[src/rtl/cdiv_pkg.sv]
package cdiv_pkg;
  localparam int unsigned DIV_MAX = 6;
  localparam int unsigned CNT_W   = $clog2(DIV_MAX + 1);

  typedef logic [CNT_W-1:0] ratio_t;

  localparam ratio_t A_DIV_LO = ratio_t'(2);
  localparam ratio_t A_DIV_HI = ratio_t'(4);
  localparam ratio_t B_DIV_00 = ratio_t'(4);
  localparam ratio_t B_DIV_01 = ratio_t'(6);
  localparam ratio_t B_DIV_1X = ratio_t'(5);
  localparam ratio_t RST_DIV  = ratio_t'(2);

  function automatic ratio_t dec_a(input logic sel);
    return sel ? A_DIV_HI : A_DIV_LO;
  endfunction

  // code 1x is redundant: both map to the odd ratio
  function automatic ratio_t dec_b(input logic [1:0] sel);
    ratio_t r;
    case (sel)
      2'b00:   r = B_DIV_00;
      2'b01:   r = B_DIV_01;
      default: r = B_DIV_1X;
    endcase
    return r;
  endfunction
endpackage

[src/rtl/cdiv_en_sync.sv]
module cdiv_en_sync (
  input  logic clk_i,
  input  logic rst_ni,
  input  logic en_ni,
  output logic run_o
);
  logic rise_q, fall_q;

  always_ff @(posedge clk_i or negedge rst_ni) begin
    if (!rst_ni) rise_q <= 1'b0;
    else         rise_q <= ~en_ni;
  end

  // second stage on the falling edge: one rise and one fall of latency
  always_ff @(negedge clk_i or negedge rst_ni) begin
    if (!rst_ni) fall_q <= 1'b0;
    else         fall_q <= rise_q;
  end

  assign run_o = fall_q;
endmodule

[src/rtl/cdiv_bank.sv]
module cdiv_bank
  import cdiv_pkg::*;
#(
  parameter int unsigned NUM_OUT = 2
) (
  input  logic               clk_i,
  input  logic               rst_ni,
  input  logic               mr_i,
  input  logic               run_i,
  input  ratio_t             ratio_i,
  output logic [NUM_OUT-1:0] q_o,
  output logic [NUM_OUT-1:0] q_n_o
);
  ratio_t ratio_q, cnt_q, ratio_nx, cnt_nx;
  logic   at_end, p_q, n_q, gate_q, div_clk;

  assign at_end   = (cnt_q == ratio_q - ratio_t'(1));
  assign ratio_nx = at_end ? ratio_i : ratio_q;
  assign cnt_nx   = at_end ? '0 : cnt_q + ratio_t'(1);

  always_ff @(posedge clk_i or negedge rst_ni) begin
    if (!rst_ni) begin
      ratio_q <= RST_DIV;
      cnt_q   <= RST_DIV - ratio_t'(1);
      p_q     <= 1'b0;
      gate_q  <= 1'b0;
    end else if (mr_i) begin
      // park on the terminal count so release starts a period on the next edge
      ratio_q <= ratio_i;
      cnt_q   <= ratio_i - ratio_t'(1);
      p_q     <= 1'b0;
      gate_q  <= run_i;
    end else begin
      ratio_q <= ratio_nx;
      cnt_q   <= cnt_nx;
      p_q     <= (cnt_nx < (ratio_nx >> 1));
      if (at_end) gate_q <= run_i;
    end
  end

  // half-period stretch for odd ratios
  always_ff @(negedge clk_i or negedge rst_ni) begin
    if (!rst_ni)   n_q <= 1'b0;
    else if (mr_i) n_q <= 1'b0;
    else           n_q <= p_q & ratio_q[0];
  end

  assign div_clk = (p_q | n_q) & gate_q & ~mr_i;

  for (genvar i = 0; i < NUM_OUT; i++) begin : g_out
    assign q_o[i]   = div_clk;
    assign q_n_o[i] = ~div_clk;
  end

  a_r4_release_phase: assert property (@(posedge clk_i) disable iff (!rst_ni)
    ($past(mr_i) && !mr_i) |=> (p_q && cnt_q == '0));

  a_r5_rise_at_wrap: assert property (@(posedge clk_i) disable iff (!rst_ni || mr_i)
    $rose(p_q) |-> (cnt_q == '0));

  a_r6_even_no_stretch: assert property (@(posedge clk_i) disable iff (!rst_ni)
    !ratio_q[0] |-> !n_q);

  a_r7_ratio_hold: assert property (@(posedge clk_i) disable iff (!rst_ni || mr_i)
    (cnt_q != '0 && !$past(mr_i)) |-> $stable(ratio_q));

  a_r8_gate_boundary: assert property (@(posedge clk_i) disable iff (!rst_ni || mr_i)
    (cnt_q != '0 && !$past(mr_i)) |-> $stable(gate_q));
endmodule

[src/rtl/cdiv_dual_bank.sv]
module cdiv_dual_bank
  import cdiv_pkg::*;
#(
  parameter int unsigned NUM_OUT = 2
) (
  input  logic               clk_i,
  input  logic               rst_ni,
  input  logic               mr_i,
  input  logic               clk_en_ni,
  input  logic               div_sel_a_i,
  input  logic [1:0]         div_sel_b_i,
  output logic [NUM_OUT-1:0] qa_o,
  output logic [NUM_OUT-1:0] qa_n_o,
  output logic [NUM_OUT-1:0] qb_o,
  output logic [NUM_OUT-1:0] qb_n_o
);
  logic   run;
  ratio_t ratio_a, ratio_b;

  assign ratio_a = dec_a(div_sel_a_i);
  assign ratio_b = dec_b(div_sel_b_i);

  cdiv_en_sync u_en_sync (
    .clk_i  (clk_i),
    .rst_ni (rst_ni),
    .en_ni  (clk_en_ni),
    .run_o  (run)
  );

  cdiv_bank #(.NUM_OUT(NUM_OUT)) u_bank_a (
    .clk_i   (clk_i),
    .rst_ni  (rst_ni),
    .mr_i    (mr_i),
    .run_i   (run),
    .ratio_i (ratio_a),
    .q_o     (qa_o),
    .q_n_o   (qa_n_o)
  );

  cdiv_bank #(.NUM_OUT(NUM_OUT)) u_bank_b (
    .clk_i   (clk_i),
    .rst_ni  (rst_ni),
    .mr_i    (mr_i),
    .run_i   (run),
    .ratio_i (ratio_b),
    .q_o     (qb_o),
    .q_n_o   (qb_n_o)
  );
endmodule

[config.mk]
export PLATFORM = sky130hd
export DESIGN_NAME = cdiv_dual_bank
export DESIGN_NICKNAME = d
export VERILOG_FILES = /design/src/rtl/cdiv_pkg.sv /design/src/rtl/cdiv_en_sync.sv /design/src/rtl/cdiv_bank.sv /design/src/rtl/cdiv_dual_bank.sv
export SDC_FILE = /design/constraint.sdc
export NUM_CORES = 1
export LEC_CHECK = 0
export BUFFER_PORTS_ARGS = -buffer_cell sky130_fd_sc_hd__buf_2
export CORE_MARGIN = 2
export CORE_UTILIZATION = 59
export DETAILED_ROUTE_END_ITERATION = 6
export PLACE_DENSITY_LB_ADDON = 0.12
export SLEW_MARGIN = 20
export SYNTH_ARGS = -nofsm -noshare
export SYNTH_HDL_FRONTEND = slang
export SYNTH_SLANG_ARGS = --single-unit
[constraint.sdc]
create_clock -name clk_i -period 3.2 [get_ports clk_i]
set_input_delay 0 -clock clk_i [delete_from_list [all_inputs] [get_ports clk_i]]
set_output_delay 0 -clock clk_i [all_outputs]
set_load 0.05 [all_outputs]
==> impl_metrics.yaml <==
clock_tree:
  cts.path.max_buffers: 2
  htree_levels: 1
  cts_buffers: 3
  clk-insertion-delay-late_ns: 0.30
  cts_root_buf: "clkbuf_4"
  clkTransAtPathRegs_ns: 0.11
  cts_tree: "done"
  post_cts_buffers: 0
  clock-sinks: 19
placement:
  dp_hpwl_um: 1300
  place_area_um2: 1070
  numPortBuffers: 14
  post-place-ws_ns: 0.726
  routabilityCongestion: 0.797
layout:
  syn_to_final_growth_pct: 10.7
  n_antenna_cell: 0
  fin_util_pct: 67.6
  postLayoutCellArea_um2: 1140
  final_cell_mix: "buf_2 (14), dfrtp_1 (12), inv_1 (9), nand2_1 (5), ha_1 (5)"
  nets: 116
  drive_above_1_share_pct: 32.0
  final_common_cell: "buf_2"
synthesis:
  synthTopCellsByArea: "dfrtp_1 (29%), dfstp_2 (10%), dfrtn_1 (7.3%), ha_1 (6.1%), buf_4 (4.4%)"
  synth_cells: 88
  synth_cell_types: 35
  netlist_area_um2: 1030
  synth_nets: 100
  yosys_warnings: 0
  yosysSeqAreaShare_pct: 46.6
  synth_top_area_cell: "dfrtp_1"
  syn_area_per_cell_um2: 11.7
  synth-seq-cells: 19
  synth_top_area_share_pct: 29.1
min_path:
  holdPathStages: 3
  holdCritPathClass: "in -> reg"
  hold_start: "div_sel_b_i[1]"
  min_to: "u_bank_b.ratio_q[0]$_DFFE_PN0P_"
worst_setup_path:
  end_kind: "primary output"
  r2r_start: "u_bank_b.ratio_q[0]$_DFFE_PN0P_"
  crit_type: "reg -> out"
  r2r_end: "u_bank_b.n_q$_DFF_NN0_"
  start_kind: "flip-flop"
  cp_max_fo: 3
  crit_required_ns: 3.20
  regToRegSetupSlack_ns: 0.86
  reg2reg_depth: 1
  cp-startpoint: "u_bank_b.n_q$_DFF_NN0_"
  cp.arrival_ns: 2.78
run_status:
  status: "finished, final reports clean"
power_and_ir_drop:
  finalPower_uw: 881
  leakage_uw: 0.000568
  power_density_nw_per_um2: 772
  ir_drop_mv: 0.383
floorplanning:
  chipWidth_um: 45.8
  start_util_pct: 61.0
  core_um2: 1690
  chipHeight_um: 45.8
  die_area_um2: 2100
  io_pins: 15
  fp-row-count: 15
timing:
  setup_slack_ns: 0.424
  rsz0062_at_grt: "false"
  setup_viol_count_final: 0
  setup-tns-final_ns: 0
  finalMaxSlewViolations: 0
  clock_skew_ns: 0.00556
  hold_viol_final: 0
detailed_routing:
  first_iter_violations: 14
  drc: 0
  wl_per_cell_um: 14.2
  vias: 658
  ant_nets: 0
  viasPerCell: 5.48
  routed_wl_um: 1700
  drt_pass1_iterations: 4
grt:
  track_usage_pct: 19.4
  grt_max_degree: 20
  grt.met3_usage_pct: 3.17
  grt-busiest-layer: "met2"
  use_met1_pct: 25.0
  grt-ovfl-total: 0
  antenna_found_initial: 0
  grt_pass1_wl_um: 2850
  grt_pass1_vias: 642
  use_met2_pct: 31.8
job:
  cap_violations: 0
## area by class of cell
type | count | area (um2)
multi-input cells | 53 | 468
inverters | 9 | 33.8
clock buffers | 3 | 22.5
flip-flops and latches | 19 | 480
repair buffers | 18 | 110
well taps | 17 | 21.3
fillers | 125 | 548
clock inverters | 1 | 5.00
## sequential cells by signal, indices dropped and copies added, names as in the netlist
register,cells
u_en_sync.rise_q,1
u_bank_b.ratio_q,3
u_en_sync.run_o,1
u_bank_a.n_q,1
u_bank_a.gate_q,1
u_bank_a.ratio_q,2
u_bank_a.cnt_q,3
u_bank_b.n_q,1
u_bank_b.p_q,1
u_bank_a.p_q,1
u_bank_b.cnt_q,3
u_bank_b.gate_q,1
## routing by layer
layer / vias up / part of all wire (%)
li1: 323 / -
met1: 313 / 48
met2: 20 / 47
met3: 2 / 4.2
met4: 0 / 0.70
met5: - / 0
## cells in the mapped netlist
library cell	n
dfrtp_1	12
inv_1	9
buf_4	6
ha_1	5
nand2_1	5
dfstp_2	4
mux2_2	4
o21ai_0	4
dfrtn_1	3
mux2i_1	3
o211ai_1	3
and3_1	2
mux2_1	2
nand3b_1	2
nor2_1	2
nor2b_1	2
xor2_1	2
a211o_1	1
a21oi_1	1
a22o_1	1
a31oi_1	1
a31oi_4	1
and2_1	1
clkbuf_1	1
conb_1	1
mux2i_4	1
nand2b_1	1
nand3_2	1
nor2_2	1
nor3_1	1
nor4_1	1
xnor2_1	1
xnor2_2	1
xnor3_2	1
xor2_2	1
## per-stage QoR
| step | hold slack [ns] | std cells |
|---|---|---|
| floorplan | -0.296 | 88 |
| global placement | -0.0437 | 112 |
| detailed placement | -0.0412 | 112 |
| CTS | 0.00167 | 120 |
| global route | 0.0280 | 120 |
| finish | 0.00361 | 120 |
## where the power goes
group	total (uW)	switching, uW	internal, uW	leakage [uW]
clock network	122	75.6	46.6	0.0000177
registers	351	46.2	305	0.000222
logic	409	237	172	0.000328
total	881	359	523	0.000568
## repair_timing
item / CTS / global route
endpoints found under the hold margin: 21 / 0
hold buffers: 4 / 0
gates resized for setup: 0 / 0
## worst max-delay path, stage by stage (launching register included)
cell and delay [ns]:
dfrtn_1 0.39, o211ai_1 0.12, inv_1 0.10, buf_2 0.26
## how the worst max path moves through the flow
stage,endpoint,slack (ns),cells after the start
after floorplan,qb_o[0],0.06,3
after global placement,qb_n_o[1],0.78,2
after detailed placement,qb_o[0],0.73,3
after CTS,qb_o[0],0.40,3
after global routing,qb_o[0],0.30,3
final,qb_o[0],0.42,3
## kinds of logic after synthesis
group                      share of synthesized area (%)
adders and majority gates                           6.07
other                                              0.364
xor gates and xnor gates                            8.01
muxes                                               11.6
and+or+nand+nor                                     10.3
buffers and inverters                               8.01
AOI/OAI and AO/OA                                   8.98
DFF                                                 46.6
Note: power is estimated with default switching activity, not from simulation.
